==> config.mk <==
export PLATFORM = sky130hd
export DESIGN_NAME = tdc_dual_phase
export DESIGN_NICKNAME = d
export VERILOG_FILES = /design/src/rtl/tdc_pkg.sv /design/src/rtl/tdc_gray2bin.sv /design/src/rtl/tdc_gray_counter.sv /design/src/rtl/tdc_edge_sync.sv /design/src/rtl/tdc_phase_lane.sv /design/src/rtl/tdc_dual_phase.sv
export SDC_FILE = /design/constraint.sdc
export NUM_CORES = 1
export LEC_CHECK = 0
export BUFFER_PORTS_ARGS = -buffer_cell sky130_fd_sc_hd__buf_2
export CORE_UTILIZATION = 60
export DETAILED_ROUTE_END_ITERATION = 6
export PLACE_DENSITY = 0.79
export SYNTH_ARGS = -nofsm -noshare
export SYNTH_HDL_FRONTEND = slang
export SYNTH_SLANG_ARGS = --single-unit
==> constraint.sdc <==
create_clock -name clk -period 4.8 [get_ports clk]
set_input_delay 0.48 -clock clk [delete_from_list [all_inputs] [get_ports clk]]
set_output_delay 0.48 -clock clk [all_outputs]
set_load 0.02 [all_outputs]
==> src/rtl/tdc_pkg.sv <==
`timescale 1ns/1ps
package tdc_pkg;
  // Which clock edge a lane of the digitizer runs on.
  typedef enum logic {
    PH_RISE = 1'b0,
    PH_FALL = 1'b1
  } phase_e;
endpackage

==> src/rtl/tdc_gray2bin.sv <==
`timescale 1ns/1ps
module tdc_gray2bin #(
  parameter int WIDTH = 12
) (
  input  logic [WIDTH-1:0] gray_in,
  output logic [WIDTH-1:0] bin_out
);
  // Each binary bit is the parity of the Gray bits at and above it.
  for (genvar i = 0; i < WIDTH; i++) begin : g_bit
    assign bin_out[i] = ^gray_in[WIDTH-1:i];
  end
endmodule

==> src/rtl/tdc_gray_counter.sv <==
`timescale 1ns/1ps
module tdc_gray_counter
  import tdc_pkg::*;
#(
  parameter int     WIDTH = 12,
  parameter phase_e PHASE = PH_RISE
) (
  input  logic             clk,
  input  logic             rst,
  output logic [WIDTH-1:0] gray_q
);
  logic [WIDTH-1:0] bin_cur;
  logic [WIDTH-1:0] bin_inc;
  logic [WIDTH-1:0] gray_nxt;

  tdc_gray2bin #(.WIDTH(WIDTH)) u_conv (
    .gray_in (gray_q),
    .bin_out (bin_cur)
  );

  always_comb begin
    bin_inc  = bin_cur + WIDTH'(1);
    gray_nxt = bin_inc ^ (bin_inc >> 1);
  end

  if (PHASE == PH_FALL) begin : g_fall
    always_ff @(negedge clk) begin
      if (rst) gray_q <= '0;
      else     gray_q <= gray_nxt;
    end
    AST_GRAY_STEP_FALL: assert property (@(negedge clk) disable iff (rst)
      !rst |=> ($countones(gray_q ^ $past(gray_q)) == 1));
  end else begin : g_rise
    always_ff @(posedge clk) begin
      if (rst) gray_q <= '0;
      else     gray_q <= gray_nxt;
    end
    AST_GRAY_STEP_RISE: assert property (@(posedge clk) disable iff (rst)
      !rst |=> ($countones(gray_q ^ $past(gray_q)) == 1));
  end
endmodule

==> src/rtl/tdc_edge_sync.sv <==
`timescale 1ns/1ps
module tdc_edge_sync
  import tdc_pkg::*;
#(
  parameter int     STAGES = 2,
  parameter phase_e PHASE  = PH_RISE
) (
  input  logic clk,
  input  logic rst,
  input  logic async_in,
  output logic rise_pulse
);
  localparam int DEPTH = STAGES + 1;   // synchroniser plus one history flop

  logic [DEPTH-1:0] pipe;
  logic [DEPTH-1:0] pipe_nxt;

  assign pipe_nxt   = {pipe[DEPTH-2:0], async_in};
  assign rise_pulse = pipe[STAGES-1] & ~pipe[STAGES];

  if (PHASE == PH_FALL) begin : g_fall
    always_ff @(negedge clk) begin
      if (rst) pipe <= '0;
      else     pipe <= pipe_nxt;
    end
    AST_EDGE_SINGLE_FALL: assert property (@(negedge clk) disable iff (rst)
      rise_pulse |=> !rise_pulse);
  end else begin : g_rise
    always_ff @(posedge clk) begin
      if (rst) pipe <= '0;
      else     pipe <= pipe_nxt;
    end
    AST_EDGE_SINGLE_RISE: assert property (@(posedge clk) disable iff (rst)
      rise_pulse |=> !rise_pulse);
  end
endmodule

==> src/rtl/tdc_phase_lane.sv <==
`timescale 1ns/1ps
module tdc_phase_lane
  import tdc_pkg::*;
#(
  parameter int     CNT_W  = 12,
  parameter int     STAGES = 2,
  parameter phase_e PHASE  = PH_RISE
) (
  input  logic             clk,
  input  logic             rst,
  input  logic             hit_async,
  output logic [CNT_W-1:0] count_gray,
  output logic             hit_edge
);
  tdc_gray_counter #(.WIDTH(CNT_W), .PHASE(PHASE)) u_cnt (
    .clk    (clk),
    .rst    (rst),
    .gray_q (count_gray)
  );

  tdc_edge_sync #(.STAGES(STAGES), .PHASE(PHASE)) u_sync (
    .clk        (clk),
    .rst        (rst),
    .async_in   (hit_async),
    .rise_pulse (hit_edge)
  );
endmodule

==> src/rtl/tdc_dual_phase.sv <==
`timescale 1ns/1ps
module tdc_dual_phase
  import tdc_pkg::*;
#(
  parameter int CNT_W       = 12,
  parameter int SYNC_STAGES = 2
) (
  input  logic             clk,
  input  logic             rst,
  input  logic             hit_async,
  input  logic             stop_in,
  output logic             ts_valid,
  output logic [CNT_W:0]   ts_interval,
  output logic             ts_nohit,
  output logic             ts_multi
);
  localparam int STAMP_W = CNT_W + 1;

  // Reset seen by the falling lane, retimed so both lanes leave reset
  // on the same sampled value and stay aligned count for count.
  logic rst_fall;
  always_ff @(posedge clk) rst_fall <= rst;

  logic [CNT_W-1:0] rise_gray, fall_gray;
  logic             rise_edge, fall_edge;

  tdc_phase_lane #(.CNT_W(CNT_W), .STAGES(SYNC_STAGES), .PHASE(PH_RISE)) u_rise (
    .clk        (clk),
    .rst        (rst),
    .hit_async  (hit_async),
    .count_gray (rise_gray),
    .hit_edge   (rise_edge)
  );

  tdc_phase_lane #(.CNT_W(CNT_W), .STAGES(SYNC_STAGES), .PHASE(PH_FALL)) u_fall (
    .clk        (clk),
    .rst        (rst_fall),
    .hit_async  (hit_async),
    .count_gray (fall_gray),
    .hit_edge   (fall_edge)
  );

  // Falling-phase sample, held for half a period so the rising edge sees it.
  logic             fall_seen;
  logic [CNT_W-1:0] fall_snap;
  always_ff @(negedge clk) begin
    if (rst_fall) begin
      fall_seen <= 1'b0;
      fall_snap <= '0;
    end else begin
      fall_seen <= fall_edge;
      if (fall_edge) fall_snap <= fall_gray;
    end
  end

  logic [CNT_W-1:0] rise_bin, fall_bin;
  tdc_gray2bin #(.WIDTH(CNT_W)) u_rise_conv (.gray_in(rise_gray), .bin_out(rise_bin));
  tdc_gray2bin #(.WIDTH(CNT_W)) u_fall_conv (.gray_in(fall_snap), .bin_out(fall_bin));

  // A falling-phase report in the same cycle as the rising detection means
  // the hit was seen half a period earlier.
  logic [STAMP_W-1:0] hit_stamp_now, stop_stamp;
  always_comb begin
    hit_stamp_now = fall_seen ? {fall_bin, 1'b1} : {rise_bin, 1'b0};
    stop_stamp    = {rise_bin, 1'b0};
  end

  logic               got_hit, extra_hit;
  logic [STAMP_W-1:0] hit_stamp_q;

  always_ff @(posedge clk) begin
    if (rst) begin
      ts_valid    <= 1'b0;
      ts_interval <= '0;
      ts_nohit    <= 1'b0;
      ts_multi    <= 1'b0;
      got_hit     <= 1'b0;
      extra_hit   <= 1'b0;
      hit_stamp_q <= '0;
    end else begin
      ts_valid <= stop_in;
      if (stop_in) begin
        ts_nohit    <= !got_hit;
        ts_multi    <= extra_hit;
        ts_interval <= got_hit ? (stop_stamp - hit_stamp_q) : '0;
        got_hit     <= rise_edge;
        extra_hit   <= 1'b0;
        if (rise_edge) hit_stamp_q <= hit_stamp_now;
      end else if (rise_edge) begin
        if (!got_hit) begin
          got_hit     <= 1'b1;
          hit_stamp_q <= hit_stamp_now;
        end else begin
          extra_hit <= 1'b1;
        end
      end
    end
  end

  AST_RESET_CLEAR: assert property (@(posedge clk)
    rst |=> (!ts_valid && ts_interval == '0 && !ts_nohit && !ts_multi));
  AST_VALID_ON_STOP: assert property (@(posedge clk) disable iff (rst)
    stop_in |=> ts_valid);
  AST_VALID_ONLY_STOP: assert property (@(posedge clk) disable iff (rst)
    !stop_in |=> !ts_valid);
  AST_NOHIT_EMPTY: assert property (@(posedge clk) disable iff (rst)
    (ts_valid && ts_nohit) |-> (ts_interval == '0 && !ts_multi));
  AST_RESULT_HOLD: assert property (@(posedge clk) disable iff (rst)
    !stop_in |=> $stable({ts_interval, ts_nohit, ts_multi}));
  AST_PHASE_PAIR: assert property (@(posedge clk) disable iff (rst)
    (rise_edge && fall_seen) |-> (rise_bin == fall_bin + CNT_W'(1)));
endmodule

==> results.txt <==
Syn_nets: 546
Clock buffer count from CTS: 9
Via-to-Cell Ratio: 5.43
Slew headroom: 23.3%
Least-Margin Pin Slew: 1.15 ns
Pin count of the biggest net entering global routing: 46
CTS Sinks: 75
Detailed Place HPWL: 6340 um
Reg2reg path depth: 8
Status: complete, no violations
Hold Vio Cnt, Final: 0
Setup tns final: 0 ns
Die area: 0.00762 mm^2
GP Congestion: 0.891
Synthesized area per cell: 8.27 um^2
Die span in x: 87.3 um
Worst-path fanout max: 7
Compound-Gate Fraction of Synth Area: 13.3%
Main combinational cell family by area after synthesis: XOR/XNOR gates
Hold/Removal Path Class: in2reg
Longest Clk Path Bufs: 2
Post-Synth Adder-Cell Area: 4.18%
Critical Path End Type: flop
# nets final: 578
Final Skew: 0.0526 ns
Synth Instances: 528
Area Overhead vs Synth: 10.4%
Total Routing Usage GR: 24.5%
Clock transition at path regs: 0.08 ns
CP Data Required Time: 5.01 ns
Fill cells: 582
Final antenna-violating net count: 0
CP Data Arrival Time: 4.71 ns
First-pass GRT wire length: 14700 um
Die Y: 87.3 um
Simple-gate share of the synthesized area: 19.5%
Hold-fix buffers, CTS: 0
Cts repair resizes: 0
Vias in the first global route: 3353
Post-CTS Setup Inserts: 0
Yosys cell types: 51
Synthesized area: 0.00437 mm^2
Worst hold start: stop_in
Ys Warns: 0
RR Endpoint: hit_stamp_q[3]
Max-cap viol count: 0
Sequential cell area fraction in the yosys report: 34.4%
Clock tree from TritonCTS: done
Final setup fails: 0
# DRC: 0
Router iterations before antenna repair: 4
Initial Util: 63.2%
Depth of the CTS H-tree: 3
Worst r2r src: fall_snap[8]
Row cnt: 30
RSZ-0062 raised after global routing: no
#FFs+latches synth: 75
R2R setup slack: 0.30 ns
Critical Path Source Type: flop
Share of layout cells above drive strength 1: 9.20%
Post-synth EDFFs: 0
Clock Root Buffer: clkbuf_8
Critical path class: reg2reg
Clock Latency Late Sink: 0.39 ns
Vias: 3592
Total wire length: 8780 um
# diodes: 0
Grt total ovfl: 0
Hold depth: 2
Core area: 0.00691 mm^2
Number of antenna violations at the first check in global routing: 0
IO Pins: 20
Wirelength per Cell: 13.3 um
Async SR Flop Fraction: 0%
Pins over their slew limit: 0
Hold worst-path end: extra_hit
Post-synthesis mux area share: 3.90%
XOR/XNOR Fraction of Synth Area: 20.2%
Most common flop cell mapped by yosys: dfxtp_1
Initial drt markers: 192
Port-buffer cells: 19
Yosys cell counts, drive strengths merged, types with 3 or more instances:
master | count | area share, %
a211oi | 11 | 1.9
a21o | 3 | 0.52
a21oi | 35 | 4.0
a22oi | 9 | 1.5
a31oi | 4 | 0.57
and3 | 3 | 0.43
buf | 7 | 0.95
clkbuf | 21 | 1.8
dfxtp | 75 | 34
ha | 13 | 3.7
inv | 21 | 1.8
mux2i | 17 | 3.9
nand2 | 62 | 5.3
nand2b | 4 | 0.57
nand3 | 8 | 1.0
nor2 | 69 | 6.0
nor2b | 13 | 1.9
nor3 | 16 | 1.8
nor4 | 6 | 1.0
o211ai | 4 | 0.69
o21ai | 17 | 1.9
or2 | 3 | 0.43
xnor2 | 49 | 10
xor2 | 36 | 7.8
cell usage in the layout, fill, tap and decap left out, types with 3 or more instances in the layout:
cell type  Yosys  routed
clkbuf_8       0      10
o211ai_1       4       4
dfxtp_1       75      75
a22oi_1        9       9
a211oi_1      11      11
buf_4          3       3
nand3_1        7       7
nor2_1        68      68
mux2i_1       17      17
buf_2          3      19
nor4_1         5       5
ha_1          13      13
xor2_1        34      34
inv_1         21      48
a21o_1         3       3
a31oi_1        4       4
and3_1         3       3
nand2b_1       4       4
nor3_1        16      16
or2_2          3       3
xnor2_1       47      47
nor2b_1       13      13
o21ai_0       15      15
nand2_1       62      62
a21oi_1       35      35
kinds of logic (layout without fill, tap and decap cells):
family / Yosys count / count (layout)
compound gates: 94 / 94
xor+xnor: 89 / 89
fa+ha+maj: 14 / 14
buf+inv: 49 / 86
flops: 75 / 75
mux: 17 / 17
simple gates: 190 / 190
registers in the layout, indices dropped and copies added, names as in the netlist:
register	cells
u_rise.u_cnt.gray_q	12
ts_nohit	1
hit_stamp_q	13
ts_interval	13
extra_hit	1
u_fall.u_sync.pipe	3
rst_fall	1
fall_snap	12
ts_valid	1
ts_multi	1
u_rise.u_sync.pipe	3
u_fall.u_cnt.gray_q	12
got_hit	1
fall_seen	1
layout make-up:
class | count | area [um^2] | area share, %
clock buffers | 10 | 138 | 2.85
clock inverters | 34 | 204 | 4.23
well taps | 96 | 120 | 2.49
repair buffers | 22 | 118 | 2.44
inverters | 20 | 75.1 | 1.56
flip-flops and latches | 75 | 1500 | 31.1
multi-input cells | 404 | 2670 | 55.3
through the flow:
stage	instances	hold WS [ns]	utilization, %	setup WS [ns]	area [um^2]
floorplan	528	0.406	-	0.409	4370
global placement	618	0.424	64.9	0.406	4490
detailed placement	618	0.433	64.9	0.337	4490
CTS	661	0.332	69.8	0.280	4820
global route	661	0.351	69.8	0.109	4820
finish	661	0.351	69.8	0.299	4820
per-layer routing:
layer / global-route usage [%] / part of all wire, %
met4: 11.9 / 1.7
met2: 44.1 / 50
met5: 0 / 0
met1: 28.6 / 45
met3: 3.13 / 2.9
worst max-delay path, cell delays in order (launching register included):
cell and delay (ns):
dfxtp_1 0.38, xor2_1 0.28, xnor2_1 0.15, xnor2_2 0.36, xor2_1 0.32, xnor2_1 0.16
a211oi_1 0.09, a21oi_1 0.14, nor2_1 0.05
worst max path at each step:
stage                              from              to  cells after the start  slack (ns)
after global placement    fall_snap[11]  hit_stamp_q[3]                      8        0.41
after global routing       fall_snap[5]  hit_stamp_q[1]                      7        0.11
after CTS                  fall_snap[8]  hit_stamp_q[3]                      8        0.28
final                      fall_snap[8]  hit_stamp_q[3]                      8        0.30
after floorplan           fall_snap[11]  hit_stamp_q[2]                      7        0.41
after detailed placement   fall_snap[8]  hit_stamp_q[3]                      8        0.34
Power is not shown: default switching activity piles up to over one toggle a cycle in this logic, so the estimate is an artifact.
